==> src/rtl/exc_entry_pkg.sv <==
package exc_entry_pkg;

  typedef enum logic [2:0] {
    EK_HRST = 3'd0,
    EK_SRST = 3'd1,
    EK_NMI  = 3'd2,
    EK_INT  = 3'd3,
    EK_XLAT = 3'd4,
    EK_GEN  = 3'd5
  } exc_kind_e;

  typedef enum logic [1:0] {
    XF_BADADDR = 2'd0,
    XF_NOMATCH = 2'd1,
    XF_INVALID = 2'd2,
    XF_DIRTY   = 2'd3
  } xlat_fault_e;

  typedef enum logic [1:0] {
    OFF_REFILL  = 2'd0,
    OFF_GENERAL = 2'd1,
    OFF_IRQ     = 2'd2
  } off_sel_e;

  localparam int unsigned CODE_W = 5;

  localparam logic [CODE_W-1:0] EC_INT  = 5'd0;
  localparam logic [CODE_W-1:0] EC_MOD  = 5'd1;
  localparam logic [CODE_W-1:0] EC_TLBL = 5'd2;
  localparam logic [CODE_W-1:0] EC_TLBS = 5'd3;
  localparam logic [CODE_W-1:0] EC_ADEL = 5'd4;
  localparam logic [CODE_W-1:0] EC_ADES = 5'd5;

  localparam int unsigned ST_EXL    = 1;
  localparam int unsigned ST_ERL    = 2;
  localparam int unsigned ST_KSU_LO = 3;
  localparam int unsigned ST_KSU_HI = 4;
  localparam int unsigned ST_NMI    = 19;
  localparam int unsigned ST_SR     = 20;
  localparam int unsigned ST_BEV    = 22;

  localparam int unsigned CA_EC_LO  = 2;
  localparam int unsigned CA_EC_HI  = CA_EC_LO + CODE_W - 1;
  localparam int unsigned CA_IV     = 23;
  localparam int unsigned CA_BD     = 31;

endpackage

==> src/rtl/exc_classify.sv <==
module exc_classify
  import exc_entry_pkg::*;
(
  input  logic [2:0]        kind,
  input  logic [1:0]        fault,
  input  logic              store,
  input  logic [CODE_W-1:0] code_in,
  input  logic              exl,
  input  logic              iv,
  output logic [CODE_W-1:0] code,
  output off_sel_e          off_sel,
  output logic              rst_class,
  output logic              is_xlat,
  output logic              soft_rst,
  output logic              is_nmi
);

  always_comb begin
    rst_class = (kind == EK_HRST) || (kind == EK_SRST) || (kind == EK_NMI);
    is_xlat   = (kind == EK_XLAT);
    soft_rst  = (kind == EK_SRST);
    is_nmi    = (kind == EK_NMI);
  end

  always_comb begin
    code = code_in;
    if (kind == EK_INT) begin
      code = EC_INT;
    end else if (kind == EK_XLAT) begin
      unique case (fault)
        XF_BADADDR:            code = store ? EC_ADES : EC_ADEL;
        XF_NOMATCH, XF_INVALID: code = store ? EC_TLBS : EC_TLBL;
        default:               code = EC_MOD;
      endcase
    end
  end

  always_comb begin
    off_sel = OFF_GENERAL;
    if ((kind == EK_XLAT) && (fault == XF_NOMATCH) && !exl) begin
      off_sel = OFF_REFILL;
    end else if ((kind == EK_INT) && iv) begin
      off_sel = OFF_IRQ;
    end
  end

endmodule

==> src/rtl/exc_vector.sv <==
module exc_vector
  import exc_entry_pkg::*;
#(
  parameter int unsigned          VA_W      = 32,
  parameter int unsigned          EBASE_LSB = 10,
  parameter logic [VA_W-1:0]      BOOT_BASE = 32'hBFC0_0200,
  parameter logic [VA_W-1:0]      RESET_VEC = 32'hBFC0_0000,
  parameter logic [VA_W-1:0]      OFF_GEN   = 32'h0000_0180,
  parameter logic [VA_W-1:0]      OFF_INTR  = 32'h0000_0200
) (
  input  logic            bev,
  input  logic [VA_W-1:0] ebase,
  input  off_sel_e        off_sel,
  input  logic            rst_class,
  output logic [VA_W-1:0] vector
);

  logic [VA_W-1:0] base;
  logic [VA_W-1:0] offset;

  always_comb begin
    base = ebase;
    base[EBASE_LSB-1:0] = '0;
    if (bev) base = BOOT_BASE;
  end

  always_comb begin
    unique case (off_sel)
      OFF_REFILL: offset = '0;
      OFF_IRQ:    offset = OFF_INTR;
      default:    offset = OFF_GEN;
    endcase
  end

  always_comb begin
    vector = rst_class ? RESET_VEC : (base + offset);
  end

endmodule

==> src/rtl/exc_fault_rec.sv <==
module exc_fault_rec #(
  parameter int unsigned VA_W    = 32,
  parameter int unsigned ASID_W  = 8,
  parameter int unsigned VPN2_LO = 13,
  parameter int unsigned CTX_LO  = 4
) (
  input  logic [VA_W-1:0]   addr,
  input  logic [ASID_W-1:0] asid,
  input  logic [VA_W-1:0]   ctx_in,
  output logic [VA_W-1:0]   bva,
  output logic [VA_W-1:0]   ctx,
  output logic [VA_W-1:0]   ehi
);

  localparam int unsigned VPN2_W = VA_W - VPN2_LO;
  localparam int unsigned CTX_HI = CTX_LO + VPN2_W - 1;

  always_comb begin
    bva = addr;
    ctx = ctx_in;
    ctx[CTX_HI:CTX_LO] = addr[VA_W-1:VPN2_LO];
    ehi = {addr[VA_W-1:VPN2_LO], {VPN2_LO{1'b0}}};
    ehi[ASID_W-1:0] = asid;
  end

endmodule

==> src/rtl/exc_entry.sv <==
module exc_entry
  import exc_entry_pkg::*;
#(
  parameter int unsigned     VA_W      = 32,
  parameter int unsigned     ASID_W    = 8,
  parameter int unsigned     VPN2_LO   = 13,
  parameter int unsigned     CTX_LO    = 4,
  parameter int unsigned     INSN_B    = 4,
  parameter logic [31:0]     BOOT_BASE = 32'hBFC0_0200,
  parameter logic [31:0]     RESET_VEC = 32'hBFC0_0000
) (
  input  logic              clk,
  input  logic              rst_n,
  input  logic              exc_valid,
  input  logic [2:0]        exc_kind,
  input  logic [4:0]        exc_code_in,
  input  logic [1:0]        xlat_fault,
  input  logic              xlat_store,
  input  logic              in_delay_slot,
  input  logic [31:0]       cur_pc,
  input  logic [31:0]       fault_addr,
  input  logic [31:0]       status_in,
  input  logic [31:0]       cause_in,
  input  logic [31:0]       context_in,
  input  logic [31:0]       ebase_in,
  input  logic [31:0]       entryhi_in,
  output logic              redirect_vld,
  output logic [31:0]       redirect_pc,
  output logic [31:0]       status_q,
  output logic [31:0]       cause_q,
  output logic [31:0]       epc_q,
  output logic              epc_wr,
  output logic [31:0]       errorepc_q,
  output logic              errorepc_wr,
  output logic [31:0]       badvaddr_q,
  output logic [31:0]       context_q,
  output logic [31:0]       entryhi_q,
  output logic              fault_wr
);

  localparam logic [31:0] STEP_BACK = 32'(INSN_B);

  logic [CODE_W-1:0] code;
  off_sel_e          off_sel;
  logic              rst_class, is_xlat, soft_rst, is_nmi;
  logic              exl;
  logic [31:0]       ret_pc, vector;
  logic [31:0]       rec_bva, rec_ctx, rec_ehi;

  assign exl    = status_in[ST_EXL];
  assign ret_pc = in_delay_slot ? (cur_pc - STEP_BACK) : cur_pc;

  exc_classify u_classify (
    .kind      (exc_kind),
    .fault     (xlat_fault),
    .store     (xlat_store),
    .code_in   (exc_code_in),
    .exl       (exl),
    .iv        (cause_in[CA_IV]),
    .code      (code),
    .off_sel   (off_sel),
    .rst_class (rst_class),
    .is_xlat   (is_xlat),
    .soft_rst  (soft_rst),
    .is_nmi    (is_nmi)
  );

  exc_vector #(
    .VA_W      (VA_W),
    .BOOT_BASE (BOOT_BASE),
    .RESET_VEC (RESET_VEC)
  ) u_vector (
    .bev       (status_in[ST_BEV]),
    .ebase     (ebase_in),
    .off_sel   (off_sel),
    .rst_class (rst_class),
    .vector    (vector)
  );

  exc_fault_rec #(
    .VA_W    (VA_W),
    .ASID_W  (ASID_W),
    .VPN2_LO (VPN2_LO),
    .CTX_LO  (CTX_LO)
  ) u_fault_rec (
    .addr   (fault_addr),
    .asid   (entryhi_in[ASID_W-1:0]),
    .ctx_in (context_in),
    .bva    (rec_bva),
    .ctx    (rec_ctx),
    .ehi    (rec_ehi)
  );

  logic        vld_d, epcw_d, eepcw_d, fw_d;
  logic [31:0] rpc_d, st_d, ca_d, epc_d, eepc_d, bva_d, ctx_d, ehi_d;

  always_comb begin
    vld_d   = 1'b0;
    epcw_d  = 1'b0;
    eepcw_d = 1'b0;
    fw_d    = 1'b0;
    rpc_d   = redirect_pc;
    st_d    = status_q;
    ca_d    = cause_q;
    epc_d   = epc_q;
    eepc_d  = errorepc_q;
    bva_d   = badvaddr_q;
    ctx_d   = context_q;
    ehi_d   = entryhi_q;
    if (exc_valid) begin
      vld_d = 1'b1;
      rpc_d = vector;
      ca_d  = cause_in;
      st_d  = status_in;
      if (rst_class) begin
        st_d[ST_ERL] = 1'b1;
        st_d[ST_BEV] = 1'b1;
        if (soft_rst) st_d[ST_SR]  = 1'b1;
        if (is_nmi)   st_d[ST_NMI] = 1'b1;
        if (!exl)     ca_d[CA_BD]  = 1'b0;
        eepc_d  = ret_pc;
        eepcw_d = 1'b1;
      end else begin
        st_d[ST_EXL] = 1'b1;
        st_d[ST_KSU_HI:ST_KSU_LO] = '0;
        ca_d[CA_EC_HI:CA_EC_LO] = code;
        if (!exl) begin
          ca_d[CA_BD] = in_delay_slot;
          epc_d  = ret_pc;
          epcw_d = 1'b1;
        end
        if (is_xlat) begin
          bva_d = rec_bva;
          ctx_d = rec_ctx;
          ehi_d = rec_ehi;
          fw_d  = 1'b1;
        end
      end
    end
  end

  always_ff @(posedge clk or negedge rst_n) begin
    if (!rst_n) begin
      redirect_vld <= 1'b0;
      epc_wr       <= 1'b0;
      errorepc_wr  <= 1'b0;
      fault_wr     <= 1'b0;
      redirect_pc  <= '0;
      status_q     <= '0;
      cause_q      <= '0;
      epc_q        <= '0;
      errorepc_q   <= '0;
      badvaddr_q   <= '0;
      context_q    <= '0;
      entryhi_q    <= '0;
    end else begin
      redirect_vld <= vld_d;
      epc_wr       <= epcw_d;
      errorepc_wr  <= eepcw_d;
      fault_wr     <= fw_d;
      if (exc_valid) begin
        redirect_pc <= rpc_d;
        status_q    <= st_d;
        cause_q     <= ca_d;
        epc_q       <= epc_d;
        errorepc_q  <= eepc_d;
        badvaddr_q  <= bva_d;
        context_q   <= ctx_d;
        entryhi_q   <= ehi_d;
      end
    end
  end

endmodule

==> config.mk <==
export PLATFORM = sky130hd
export DESIGN_NAME = exc_entry
export DESIGN_NICKNAME = d
export VERILOG_FILES = /design/src/rtl/exc_entry_pkg.sv /design/src/rtl/exc_classify.sv /design/src/rtl/exc_vector.sv /design/src/rtl/exc_fault_rec.sv /design/src/rtl/exc_entry.sv
export SDC_FILE = /design/constraint.sdc
export NUM_CORES = 1
export LEC_CHECK = 0
export ABC_AREA = 1
export ABC_CLOCK_PERIOD_IN_PS = 800
export BUFFER_PORTS_ARGS = -buffer_cell sky130_fd_sc_hd__clkbuf_2
export CAP_MARGIN = 10
export CORE_AREA = 2 2 192 194
export DETAILED_ROUTE_END_ITERATION = 8
export DIE_AREA = 0 0 194 196
export GPL_TIMING_DRIVEN = 1
export SLEW_MARGIN = 20
export SYNTH_ARGS = -nofsm -noshare
export SYNTH_HDL_FRONTEND = slang
export SYNTH_SLANG_ARGS = --single-unit
==> constraint.sdc <==
create_clock -name clk -period 0.8 [get_ports clk]
set_input_delay 0.04 -clock clk [delete_from_list [all_inputs] [get_ports clk]]
set_output_delay 0.04 -clock clk [all_outputs]
set_load 0.02 [all_outputs]
# Word-level counts from Yosys, hierarchy flattened
# Index checks and enable logic that the tools add are counted.
[classes]
add_sub_neg = 2
n_mul = 0
div = 0
n_lt_le_gt_ge = 0
eq_ne = 7
shift = 0
muxes = 31
bitwise_logic = 2
n_reduce_logical = 13
[ops]
columns = ["operator", "count"]
rows = [
  ["32-bit two-way mux", 3],
  ["32-bit by 10-bit adder with 32-bit output", 1],
  ["32-bit by 3-bit subtractor with 32-bit output, second input constant", 1],
  ["10-bit case mux with 2 select lines", 1],
  ["1-bit two-way mux", 19],
  ["5-bit two-way mux", 3],
  ["5-bit case mux with 2 select lines", 1],
  ["2-bit two-way mux", 4],
  ["3-bit by 2-bit equality test with 1-bit output, second input constant", 2],
  ["3-bit AND reduction", 2],
  ["2-bit equality test, second input constant", 2],
  ["2-bit zero test", 2],
  ["3-bit by 1-bit equality test with 1-bit output, second input constant", 1],
  ["3-bit equality test, second input constant", 1],
  ["1-bit logical AND", 3],
  ["3-bit zero test", 1],
  ["2-bit by 1-bit equality test with 1-bit output, second input constant", 1],
  ["1-bit logical OR", 2],
  ["1-bit inverter", 2],
  ["2-bit AND reduction", 1],
  ["2-bit OR reduction", 1],
  ["1-bit zero test", 1],
]
[word_totals]
regBits = 255
latch_bits = 0
mem_bits_rw = 0
romBits = 0
inputBits = 239
output_inout_bits = 260
wordCells = 67
memories = 0

# Logic depth before layout (Yosys ltp)
# Gate-level depths: netlist of the first run.
[depth]
depth_word = 8
depth_mapped = 13

# By module
# From an unflattened synthesis of the first run, not the netlist that was laid out.
[hier_totals]
hier_cells = 1592
area_unflattened_um2 = 12462.0
[by_module_without_submodules]
columns = ["mod", "n_inst", "cells_per_inst", "area_each_um2", "seq_area_each_um2"]
rows = [
  ["exc_entry", 1, 1274, 10630.2, 6506.2],
  ["exc_vector", 1, 179, 850.8, 0.0],
  ["exc_fault_rec", 1, 97, 724.4, 0.0],
  ["exc_classify", 1, 42, 256.5, 0.0],
]

# Least setup slack after synthesis of the first run
# Ideal clock, no wire load.
[synth_path]
path_kind = "input -> register"
from = "input port exc_kind[2]"
to = "register redirect_pc[16]"
setup_ns = 0.076
arrival_time_ns = 1.237
required_time_ns = 0.724
path_slack_ns = -0.514
cell_stages = 11
n_path_buf = 0
path_cell_list = "inv_1 > nand4_1 > inv_1 > ha_1 > nand3_1 > nor2_4 > nand2_4 > inv_1 > nand2_1 > xor2_1 > o21ai_1"
[synth_between]
elab_chain_len = 8
word_cells_on_any_way = 17
cone_classes = "1 x add/sub; 5 x eq/ne; 4 x mux; 7 x reduce/logical"
[synth_lines]
columns = ["element", "line_no", "source"]
rows = [
  ["start, declared", "exc_entry.sv:15", "input logic [2:0] exc_kind,"],
  ["3-bit by 2-bit equality test with 1-bit output or 3-bit equality test (tied branches)", "exc_classify.sv:42, exc_classify.sv:40", ""],
  ["1-bit logical AND, on equally long branches", "exc_classify.sv:42, exc_classify.sv:40", ""],
  ["2-bit two-way mux or 1-bit logical AND (tied branches)", "exc_classify.sv:42, exc_classify.sv:40", ""],
  ["2-bit two-way mux", "exc_classify.sv:40", "if ((kind == EK_XLAT) && (fault == XF_NOMATCH) && !exl) begin"],
  ["2-bit equality test or 2-bit zero test (tied branches)", "exc_vector.sv:28", "unique case (off_sel)"],
  ["10-bit case mux with 2 select lines", "exc_vector.sv:28", ""],
  ["32-bit by 10-bit adder with 32-bit output", "exc_vector.sv:36", "vector = rst_class ? RESET_VEC : (base + offset);"],
  ["32-bit two-way mux (*)", "exc_vector.sv:36", ""],
  ["end signal, assigned", "exc_entry.sv:162", "redirect_pc <= rpc_d;"],
  ["end, declared", "exc_entry.sv:28", "output logic [31:0] redirect_pc,"],
]
# Mark *: on every way between the ends. The rest lies on a longest branch, timed or not.
# A chain may end at the register's enable or synchronous reset.

# Worst setup path in the final report of the first run
[layout_path]
from = "register redirect_pc[26]"
to = "output port redirect_pc[26]"
# No word-level cell between the ends.

==> summary.md, run 1 <==
| Metric | Value |
|---|---|
| Die width | `194 microns` |
| Multi-input gate area | `4380 sq um` |
| Unique masters post-synth | `38` |
| ANT nets after route | `0` |
| Die area | `roughly 38000 sq um` |
| Top post-synthesis cells by area | `dfrtp_1, nand2_1, buf_4, nand3_1, inv_1` |
| Setup repair after global routing missed its margin | `true` |
| Routed WL | `~43000 microns` |
| CTS sink count | `209` |
| Min Hold Slack | `-0.0922 ns` |
| Violation count after the first detailed-routing iteration | `roughly 580` |
| # port buffers | `between 400 and 500` |
| Hold Vio Cnt, Final | `13` |
| Required time of the critical path | `0.76 ns` |
| Startpoint type of the worst setup path | `flop` |
| Largest net degree at the start of global routing | `54` |
| Area delta synth->final | `99.9%` |
| Total number of vias | `roughly 11000` |
| Routability cong. | `between 0.9 and 1` |
| Global-route wire length before repair | `around 61000 microns` |
| Layout Cells excl Fill | `about 2500` |
| Slowest stage delay, CP | `0.43 ns` |
| FFs w/ async S/R, synth | `100%` |
| Final number of max-transition violations | `0` |
| Max Fclk | `around 790 MHz` |
| Failing checks | `hold timing, setup timing` |
| Worst IR Drop VDD | `0.00165 V` |
| Slew headroom | `about 64%` |
| H-tree Lvls | `1` |
| #FFs+latches synth | `between 200 and 250` |
| Layout cells sized above 1 | `44.8%` |
| Nets | `2291` |
| Initial antenna violation count | `5` |
| Synth Warn # | `0` |
| CP delay by family, top | `flip-flops` |
| Die height | `196 microns` |
| Clock tree from TritonCTS | `built` |
| Final setup fails | `roughly 320` |
| Worst path slowest cell | `dfrtp_1` |
| Post-synth EDFFs | `0` |
| Post-synth top area cell | `dfrtp_1` |
| Rows | `70` |
| Placeable Area | `36100 sq um` |
| TritonCTS buffer count | `25` |
| Static Leak | `10.2 nW` |
| Clk Tree Root Cell | `clkbuf_16` |
| Endpoint class of the critical path | `output port` |
| Min Clock Period, post-route | `1.27 ns` |
| Count leader, synth | `nand2_1` |
| # IOs | `499` |
| Number of remaining DRC errors | `0` |
| Internal | `approximately 0.026 W` |
| Clock network fraction of design power | `31.3%` |
| Final HPWL from detailed placement | `26500 microns` |
| Fin worst setup slack | `-0.470 ns` |
| Tot GR Track Use | `20.1%` |
| Max cap viols | `0` |
| Mapped cell area | `9840 sq um` |
| Seq/Total Area, Yosys | `53.1%` |
| Worst Clk Skew | `0 ns` |
| Status | `finished, violations left` |
| Class of the worst hold path | `in -> reg` |
| Register cell area after layout | `5250 sq um` |
| Number of global-route vias before repair | `~11000` |
| Post-synthesis average cell area | `7.98 sq um` |
| Setup WS pre-CTS | `-0.775 ns` |
| Clock-pin slew on the worst setup and hold paths | `approximately 0.06 ns` |
| Starting density of the core | `27.3%` |
| Remaining Overflow, GRT | `0` |
| Synthesized instance count | `about 1200` |
| PD cells | `1960 nW/um^2` |
| DR vias/cell | `4.52` |
| Fill count | `2979` |
| Cells after DPL | `roughly 2200` |
| Combinational cell fraction of total power | `between 30% and 40%` |
| Buf+Inv Stages, Crit Path | `2` |
| DR WL/cell | `about 17 microns` |
| Fin crit share | `159%` |
| NetSw | `approximately 0.012 W` |
| Commonest cells in the synthesized netlist | `nand2_1, dfrtp_1, inv_1, nor2_1, nand3_1` |
| CP Max Fanout | `2` |
| Kind of critical path | `reg -> out` |
| Sw Ratio | `between 30% and 40%` |
| Synth Flop Type | `dfrtp_1` |
| Synth top area share | `53.1%` |
| Slew @ Worst Pin | `0.539 ns` |
| CP Cell Sequence | `buf_6 -> buf_8` |
| CP arrival | `1.23 ns` |
| Clock buffer depth | `3` |
| Worst skew pair latency | `between 0.5 and 0.6 ns` |
| Initial DRT Pass Iterations | `5` |
| Reg power frac | `35.0%` |
through the flow:
| step | util, % | TNS [ns] | power, W | cell area, sq um | hold slack [ns] |
|---|---|---|---|---|---|
| after floorplan | - | -20.25 | 0.0178 | 10300 | -0.256 |
| after global placement | 37.7 | -90.78 | 0.0211 | 13600 | -0.0512 |
| after detailed placement | 37.7 | -93.61 | 0.0212 | 13600 | -0.0483 |
| after CTS | 49.3 | -105.37 | 0.0361 | 17800 | -0.117 |
| after global routing | 54.5 | -107.56 | 0.0402 | 19700 | -0.0713 |
| final | 54.5 | -93.69 | 0.0385 | 19700 | -0.0922 |
registers in the layout, indices dropped and copies added (netlist names):
| signal | cells |
|---|---|
| context_q | 14 |
| epc_q | 32 |
| errorepc_q | 32 |
| badvaddr_q | 31 |
| status_q | 32 |
| cause_q | 32 |
| redirect_vld | 1 |
| entryhi_q | 8 |
| redirect_pc | 24 |
| errorepc_wr | 1 |
| epc_wr | 1 |
| fault_wr | 1 |
worst register-to-register path, cell delays in order, from the launching register on:
cell	delay (ns)
dfrtp_1	0.43
or2_2	0.29
nand2_1	0.07
inv_1	0.03
worst paths after layout:
check | start | to | slack, ns | depth (start not counted)
max | redirect_pc[26] | redirect_pc[26] | -0.47 | 2
min | ebase_in[28] | redirect_pc[28] | -0.09 | 6
max reg2reg | redirect_pc[26] | redirect_pc[26] | -0.12 | 3
min reg2reg | status_q[15] | status_q[15] | 0.49 | 2
max in group asynchronous | rst_n | badvaddr_q[14] | 0.25 | 3
min in group asynchronous | rst_n | status_q[2] | -0.04 | 2
layer usage:
| metal | share of wire [%] | track usage, % | wire length [microns] | vias up |
|---|---|---|---|---|
| li1 | - | - | - | 5371 |
| met1 | 39 | 24.6 | 16400 | 5428 |
| met2 | 49 | 33.7 | 20900 | 533 |
| met3 | 7.6 | 4.61 | 3240 | 127 |
| met4 | 4.4 | 9.43 | 1880 | 4 |
| met5 | 0.073 | 0 | 31 | - |
layout make-up:
class	instances	share of cell area [%]
timing repair buffer	869	41.7
clock buffer	38	3.84
inverter	76	1.90
antenna	3	0.0382
tap	468	2.98
multi-input combinational	866	22.3
clock inverter	6	0.547
sequential	209	26.7
placed cells by master (no fill, tap or decap), types with 40 or more instances in the layout:
| cell | synthesis | layout |
|---|---|---|
| clkbuf_2 | 0 | 181 |
| nand2_1 | 607 | 574 |
| inv_1 | 71 | 50 |
| clkbuf_8 | 0 | 72 |
| buf_6 | 2 | 162 |
| buf_8 | 0 | 53 |
| nand3_1 | 62 | 40 |
| dlygate4sd3_1 | 0 | 158 |
| nor2_1 | 68 | 44 |
| buf_4 | 55 | 224 |
| dfrtp_1 | 209 | 192 |
power by group through the flow:
stage          registers [W]  clock network [W]  logic (W)
6_report              0.0135             0.0120     0.0130
5_1_grt               0.0136             0.0128     0.0138
4_1_cts               0.0130             0.0123     0.0107
3_5_place_dp          0.0131                  0    0.00813
3_3_place_gp          0.0131                  0    0.00807
2_1_floorplan         0.0147                  0    0.00305
repair_timing:
action	4_1_cts	5_1_grt
cloned	3	0
buffers inserted	57	78
pin swaps	22	53
endpoints found under the setup margin	301	367
hold endpoints to repair	392	17
resized for setup	280	573
hold buffers	161	5
logic make-up after synthesis:
| logic type | count (synthesis) | synth area share, % |
|---|---|---|
| AND/OR/NAND/NOR | 791 | 33.1 |
| XOR/XNOR | 15 | 1.33 |
| other | 1 | 0.0381 |
| AO/OA/AOI/OAI | 43 | 2.70 |
| buffers and inverters | 170 | 9.08 |
| flip-flops | 209 | 53.1 |
| adder cells (fa/ha/maj) | 5 | 0.636 |
Power figures use the tool's default switching activity.
==> inputs of run 2 (changes only) <==
--- a/config.mk
+++ b/config.mk
@@ -6,7 +6,7 @@
 export NUM_CORES = 1
 export LEC_CHECK = 0
 export ABC_AREA = 1
-export ABC_CLOCK_PERIOD_IN_PS = 800
+export ABC_CLOCK_PERIOD_IN_PS = 1400
 export BUFFER_PORTS_ARGS = -buffer_cell sky130_fd_sc_hd__clkbuf_2
 export CAP_MARGIN = 10
 export CORE_AREA = 2 2 192 194
==> constraint.sdc (replaced) <==
create_clock -name clk -period 1.4 [get_ports clk]
set_input_delay 0.07 -clock clk [delete_from_list [all_inputs] [get_ports clk]]
set_output_delay 0.07 -clock clk [all_outputs]
set_load 0.02 [all_outputs]
==> summary.md, run 2 (synthesized netlist as in run 1, its figures left out) <==
| Metric | Value |
|---|---|
| Initial antenna violation count | `0 (was 5)` |
| CP Max Fanout | `2 (unchanged)` |
| Worst skew pair latency | `0.52 ns (was 0.53 ns)` |
| # port buffers | `433 (unchanged)` |
| Depth of the most critical reg-to-reg path | `3 (unchanged)` |
| Routability cong. | `0.917 (was 0.918)` |
| NetSw | `0.00610 W (was 0.0121 W)` |
| Startpoint type of the worst setup path | `primary input (was flop)` |
| Top cell by count, worst path | `nand2_1` |
| Number of global-route vias before repair | `10700 (was 11400)` |
| CP Cell Sequence | `clkbuf_2 -> dlygate4sd3_1 -> nor2_4 -> dlygate4sd3_1 -> nand2_1 -> xor2_1 -> nand2_1 -> nand2_1 (was buf_6 -> buf_8)` |
| Remaining Overflow, GRT | `0 (unchanged)` |
| Final Cell Area | `15400 sq um (was 19700 sq um)` |
| ANT cells | `0 (was 3)` |
| Max cap viols | `0 (unchanged)` |
| ANT nets after route | `0 (unchanged)` |
| Global-route wire length before repair | `55800 microns (was 61200 microns)` |
| Kind of critical path | `in -> reg (was reg -> out)` |
| Violation count after the first detailed-routing iteration | `455 (was 579)` |
| Clock tree from TritonCTS | `built (unchanged)` |
| Starting density of the core | `27.3% (unchanged)` |
| Nets | `2106 (was 2291)` |
| Sw Ratio | `33.1% (was 31.5%)` |
| Final number of max-transition violations | `0 (unchanged)` |
| Clock network fraction of design power | `33.5% (was 31.3%)` |
| TritonCTS buffer count | `24 (was 25)` |
| H-tree Lvls | `1 (unchanged)` |
| Fin crit share | `97.6%` |
| Internal | `0.0123 W (was 0.0264 W)` |
| Area delta synth->final | `56.8% (was 99.9%)` |
| Required time of the critical path | `1.82 ns (was 0.76 ns)` |
| Static Leak | `8.50 nW (was 10.2 nW)` |
| DR WL/cell | `15.1 microns (was 16.8 microns)` |
| Initial DRT Pass Iterations | `5 (unchanged)` |
| Setup WS pre-CTS | `-0.182 ns (was -0.775 ns)` |
| Number of remaining DRC errors | `0 (unchanged)` |
| Reg power frac | `40.2% (was 35.0%)` |
| DR vias/cell | `4.38 (was 4.52)` |
| Class of the worst hold path | `in -> async (was in -> reg)` |
| Tot GR Track Use | `18.1% (was 20.1%)` |
| CP arrival | `1.79 ns (was 1.23 ns)` |
| Die width | `194 microns (unchanged)` |
| Total number of vias | `10300 (was 11500)` |
| Endpoint class of the critical path | `flop (was output port)` |
| Commonest non-fill, non-tap cell in the layout | `nand2_1 (unchanged)` |
| Final setup fails | `0 (was 321)` |
| CTS sink count | `209 (unchanged)` |
| Final HPWL from detailed placement | `25600 microns (was 26500 microns)` |
| # IOs | `499 (unchanged)` |
| Hold Vio Cnt, Final | `0 (was 13)` |
| Largest net degree at the start of global routing | `72 (was 54)` |
| Placeable Area | `36100 sq um (unchanged)` |
| Slowest stage delay, CP | `0.58 ns (was 0.43 ns)` |
| Most frequent cells in the layout | `nand2_1, clkbuf_2, dfrtp_1, dlygate4sd3_1, inv_1 (was nand2_1, buf_4, dfrtp_1, clkbuf_2, buf_6)` |
| R2R Setup Slk | `0.18 ns (was -0.12 ns)` |
| Worst IR Drop VDD | `0.000816 V (was 0.00165 V)` |
| Combinational cell fraction of total power | `26.3% (was 33.8%)` |
| PD cells | `1190 nW/um^2 (was 1960 nW/um^2)` |
| Clock-pin slew on the worst setup and hold paths | `0.06 ns (about the same)` |
| Worst Clk Skew | `0 ns (unchanged)` |
| Worst path slowest cell | `dlygate4sd3_1 (was dfrtp_1)` |
| Clock buffer depth | `3 (unchanged)` |
| Placed inst area | `12700 sq um (was 13600 sq um)` |
| Clk Tree Root Cell | `clkbuf_16 (unchanged)` |
| Max Fclk | `732 MHz` |
| Min Clock Period, post-route | `1.37 ns` |
| Fin worst setup slack | `0.0333 ns (was -0.470 ns)` |
| Setup repair after global routing missed its margin | `true (unchanged)` |
| Status | `completed (was finished, violations left)` |
| Rows | `70 (unchanged)` |
| Routed WL | `35300 microns (was 42500 microns)` |
| Die area | `38000 sq um (unchanged)` |
| Layout cells sized above 1 | `32.9% (was 44.8%)` |
| Die height | `196 microns (unchanged)` |
-- run 2: cell types whose count changed in the layout (fill, tap and decap cells not counted), moves of 27 or more --
| cell | delta |
|---|---|
| buf_6 | -162 |
| nand2_1 | +27 |
| buf_8 | -52 |
| buf_4 | -158 |
| clkbuf_8 | -67 |
| clkbuf_2 | +247 |
-- run 2: power by group through the flow --
stage	sequential, W	combinational (W)	clock (W)
2_1_floorplan	0.00842	0.00167	0
3_3_place_gp	0.00746	0.00435	0
3_5_place_dp	0.00749	0.00438	0
4_1_cts	0.00740	0.00481	0.00633
5_1_grt	0.00750	0.00523	0.00660
6_report	0.00741	0.00483	0.00617
-- run 2: area by class of cell --
| type | instances | area [sq um] |
|---|---|---|
| fillers | 3525 | 20700 |
| well taps | 468 | 586 |
| multi-input cells | 866 | 3930 |
| clock inverters | 5 | 52.6 |
| repair buffers | 685 | 4640 |
| inverters | 76 | 290 |
| clock buffers | 34 | 709 |
| flip-flops and latches | 209 | 5230 |
-- run 2: critical path: cells and delay by family --
family	cells	cell delay [ns]
buffers and inverters	3	1.25
and+or+nand+nor	4	0.31
xor gates and xnor gates	1	0.15
-- run 2: timing repair --
item,in CTS,in global routing
gates resized for setup,0,48
hold buffers,179,0
endpoints found under the setup margin,0,40
buffers inserted,0,0
endpoints found under the hold margin,407,0
-- run 2: final timing paths --
| kind | startpoint | to |
|---|---|---|
| setup / recovery | cur_pc[4] | epc_q[5] |
| hold / removal | rst_n | redirect_pc[10] |
| setup reg to reg | cause_q[4] | cause_q[4] |
| hold reg to reg | cause_q[14] | cause_q[14] |
| max in group asynchronous | rst_n | badvaddr_q[11] |
| min in group clk | exc_valid | redirect_vld |
-- run 2: per-layer routing --
metal	global-route usage, %	part of all wire (%)	vias up	routed length, microns
met5	0	0	-	0
met4	6.65	3.5	0	1250
met1	21.7	40	4771	14200
li1	-	-	4990	-
met2	32.1	49	428	17400
met3	3.85	7.0	84	2460
-- run 2: metrics by stage --
step | hold WS [ns] | utilization [%] | cells | setup TNS, ns | total power (W)
finish | 0.0476 | 42.8 | 2343 | 0 | 0.0184
global route | 0.0507 | 42.8 | 2343 | -0.327 | 0.0193
CTS | 0.00939 | 42.3 | 2345 | 0 | 0.0185
detailed placement | 0.0107 | 35.3 | 2127 | -6.21 | 0.0119
global placement | 0.0160 | 35.3 | 2127 | -4.66 | 0.0118
floorplan | -0.226 | - | 1245 | 0 | 0.0101
==> inputs of run 3 (changes only) <==
--- a/config.mk
+++ b/config.mk
@@ -13,6 +13,7 @@
 export DETAILED_ROUTE_END_ITERATION = 8
 export DIE_AREA = 0 0 194 196
 export GPL_TIMING_DRIVEN = 1
+export SETUP_SLACK_MARGIN = 0.3
 export SLEW_MARGIN = 20
 export SYNTH_ARGS = -nofsm -noshare
 export SYNTH_HDL_FRONTEND = slang
==> constraint.sdc (replaced) <==
create_clock -name clk -period 1.4 [get_ports clk]
set_input_delay 0.07 -clock clk [delete_from_list [all_inputs] [get_ports clk]]
set_output_delay 0.07 -clock clk [all_outputs]
set_load 0.05 [all_outputs]
==> summary.md, run 3 (synthesized netlist as in run 1, its figures left out) <==
| Metric | Value |
|---|---|
| Hold Vio Cnt, Final | `4 (was 0)` |
| Die height | `196 microns (unchanged)` |
| Number of global-route vias before repair | `11300 (was 10700)` |
| Worst Clk Skew | `0 ns (unchanged)` |
| Final HPWL from detailed placement | `26000 microns (was 25600 microns)` |
| Hold path start | `ebase_in[26]` |
| H-tree Lvls | `1 (unchanged)` |
| Final Cell Area | `18900 sq um (was 15400 sq um)` |
| Violation count after the first detailed-routing iteration | `527 (was 455)` |
| Layout cells sized above 1 | `38.6% (was 32.9%)` |
| Worst reg2reg startpoint | `redirect_pc[11] (was cause_q[4])` |
| Min Clock Period, post-route | `1.26 ns (was 1.37 ns)` |
| Die width | `194 microns (unchanged)` |
| Number of remaining DRC errors | `0 (unchanged)` |
| Kind of critical path | `reg -> out (was in -> reg)` |
| Placed inst area | `12900 sq um (was 12700 sq um)` |
| Worst path slowest cell | `dfrtp_2 (was dlygate4sd3_1)` |
| Final setup fails | `0 (unchanged)` |
| Nets | `2213 (was 2106)` |
| Tot GR Track Use | `20.2% (was 18.1%)` |
| Initial DRT Pass Iterations | `5 (unchanged)` |
| Buf+Inv Stages, Crit Path | `1 (was 3)` |
| Min Hold Slack | `-0.0483 ns (was 0.0476 ns)` |
| Initial antenna violation count | `0 (unchanged)` |
| Setup repair after global routing missed its margin | `true (unchanged)` |
| CP delay by family, top | `flip-flops (was buffers and inverters)` |
| # IOs | `499 (unchanged)` |
| CP Max Fanout | `4 (was 2)` |
| Final number of max-transition violations | `0 (unchanged)` |
| Clock buffer depth | `3 (unchanged)` |
| Most frequent cells in the layout | `nand2_1, buf_8, dfrtp_1, clkbuf_2, buf_4 (was nand2_1, clkbuf_2, dfrtp_1, dlygate4sd3_1, inv_1)` |
| CP arrival | `1.19 ns (was 1.79 ns)` |
| Hold path endpoint | `redirect_pc[26]` |
| Required time of the critical path | `1.33 ns (was 1.82 ns)` |
| Class of the worst hold path | `in -> reg (was in -> async)` |
| Total number of vias | `11200 (was 10300)` |
| CTS sink count | `209 (unchanged)` |
| Routed WL | `41800 microns (was 35300 microns)` |
| Startpoint type of the worst setup path | `flop (was primary input)` |
| Commonest non-fill, non-tap cell in the layout | `nand2_1 (unchanged)` |
| Remaining Overflow, GRT | `0 (unchanged)` |
| Area delta synth->final | `91.6% (was 56.8%)` |
| Register cell area after layout | `5260 sq um (was 5230 sq um)` |
| Die area | `38000 sq um (unchanged)` |
| Placeable Area | `36100 sq um (unchanged)` |
| Worst IR Drop VDD | `0.00116 V (was 0.000816 V)` |
| TritonCTS buffer count | `25 (was 24)` |
| Status | `finished, violations left (was completed)` |
| Fin crit share | `89.7% (was 97.6%)` |
| Failing checks | `hold timing` |
| Setup WS pre-CTS | `-0.198 ns (was -0.182 ns)` |
| Fin worst setup slack | `0.145 ns (was 0.0333 ns)` |
| DR WL/cell | `17.0 microns (was 15.1 microns)` |
| Hold Path Stages | `6` |
| ANT cells | `0 (unchanged)` |
| Crit Reg-Reg Endpoint | `redirect_pc[11] (was cause_q[4])` |
| Routability cong. | `0.882 (was 0.917)` |
| Clock tree from TritonCTS | `built (unchanged)` |
| Global-route wire length before repair | `61200 microns (was 55800 microns)` |
| DR vias/cell | `4.55 (was 4.38)` |
| Rows | `70 (unchanged)` |
| Slowest stage delay, CP | `0.46 ns (was 0.58 ns)` |
| Worst skew pair latency | `0.53 ns (was 0.52 ns)` |
| CP Cell Sequence | `clkbuf_8 (was clkbuf_2 -> dlygate4sd3_1 -> nor2_4 -> dlygate4sd3_1 -> nand2_1 -> xor2_1 -> nand2_1 -> nand2_1)` |
| Multi-input gate area | `3970 sq um (was 3930 sq um)` |
| Static Leak | `9.84 nW (was 8.50 nW)` |
| Clock-pin slew on the worst setup and hold paths | `0.06 ns (about the same)` |
| ANT nets after route | `0 (unchanged)` |
| Fill count | `2995 (was 3525)` |
| # port buffers | `433 (unchanged)` |
| Endpoint class of the critical path | `output port (was flop)` |
| Starting density of the core | `27.3% (unchanged)` |
| Largest net degree at the start of global routing | `78 (was 72)` |
| Max Fclk | `797 MHz (was 732 MHz)` |
| PD cells | `1320 nW/um^2 (was 1190 nW/um^2)` |
| Clk Tree Root Cell | `clkbuf_16 (unchanged)` |
| Depth of the most critical reg-to-reg path | `4 (was 3)` |
| Max cap viols | `0 (unchanged)` |
| R2R Setup Slk | `0.48 ns (was 0.18 ns)` |
## run 3: tightest hold or removal path: cells and delay by family
kind	cells	cell delay, ns
buffers and inverters	2	0.13
and+or+nand+nor	4	0.25
## run 3: final cells by class
class | count | area share [%]
Timing Repair Buffer | 791 | 41.5
Sequential cell | 209 | 27.9
Multi-Input combinational cell | 866 | 21.0
Clock buffer | 31 | 3.65
Tap cell | 468 | 3.10
Inverter | 76 | 1.71
Clock inverter | 14 | 1.12
## run 3: timing repair
action                                 4_1_cts  5_1_grt
hold buffers                               175        6
setup endpoints to repair                  248      285
endpoints found under the hold margin      401        8
pin swaps                                    0       22
buffers inserted                            42       60
resized for setup                          473      344
## run 3: how the worst max path moves through the flow
stage | end | slack, ns | cells after the start | startpoint
after floorplan | redirect_pc[24] | 0.12 | 13 | exc_kind[2]
after global placement | redirect_pc[24] | -0.15 | 14 | exc_kind[2]
after detailed placement | redirect_pc[29] | -0.20 | 14 | exc_kind[2]
after CTS | context_q[4] | 0.11 | 1 | badvaddr_q[13]
after global routing | context_q[13] | 0.10 | 1 | badvaddr_q[22]
final | context_q[13] | 0.14 | 1 | badvaddr_q[22]
## run 3: metrics by stage
stage	TNS [ns]	std cells	hold WS [ns]	power [W]	utilization [%]
floorplan	0	1245	-0.226	0.0125	-
global placement	-5.95	2133	-0.0172	0.0143	35.7
detailed placement	-6.79	2133	-0.00987	0.0143	35.7
CTS	0	2395	0.0136	0.0237	49.5
global route	0	2455	0.00403	0.0258	52.3
finish	0	2455	-0.0483	0.0249	52.3
## run 3: layer usage
layer / track usage [%] / routed length (microns) / up-vias
met1: 23.1 / 15500 / 5341
met3: 4.52 / 3140 / 116
met4: 8.98 / 1850 / 0
li1: - / - / 5204
met2: 36.2 / 21300 / 507
met5: 0 / 0 / -
## run 3: power breakdown
part	internal [W]	switching (W)	leakage, nW
logic	0.00417	0.00581	6.85
clock network	0.00442	0.00269	0.444
registers	0.00688	0.000928	2.55
total	0.0155	0.00944	9.84
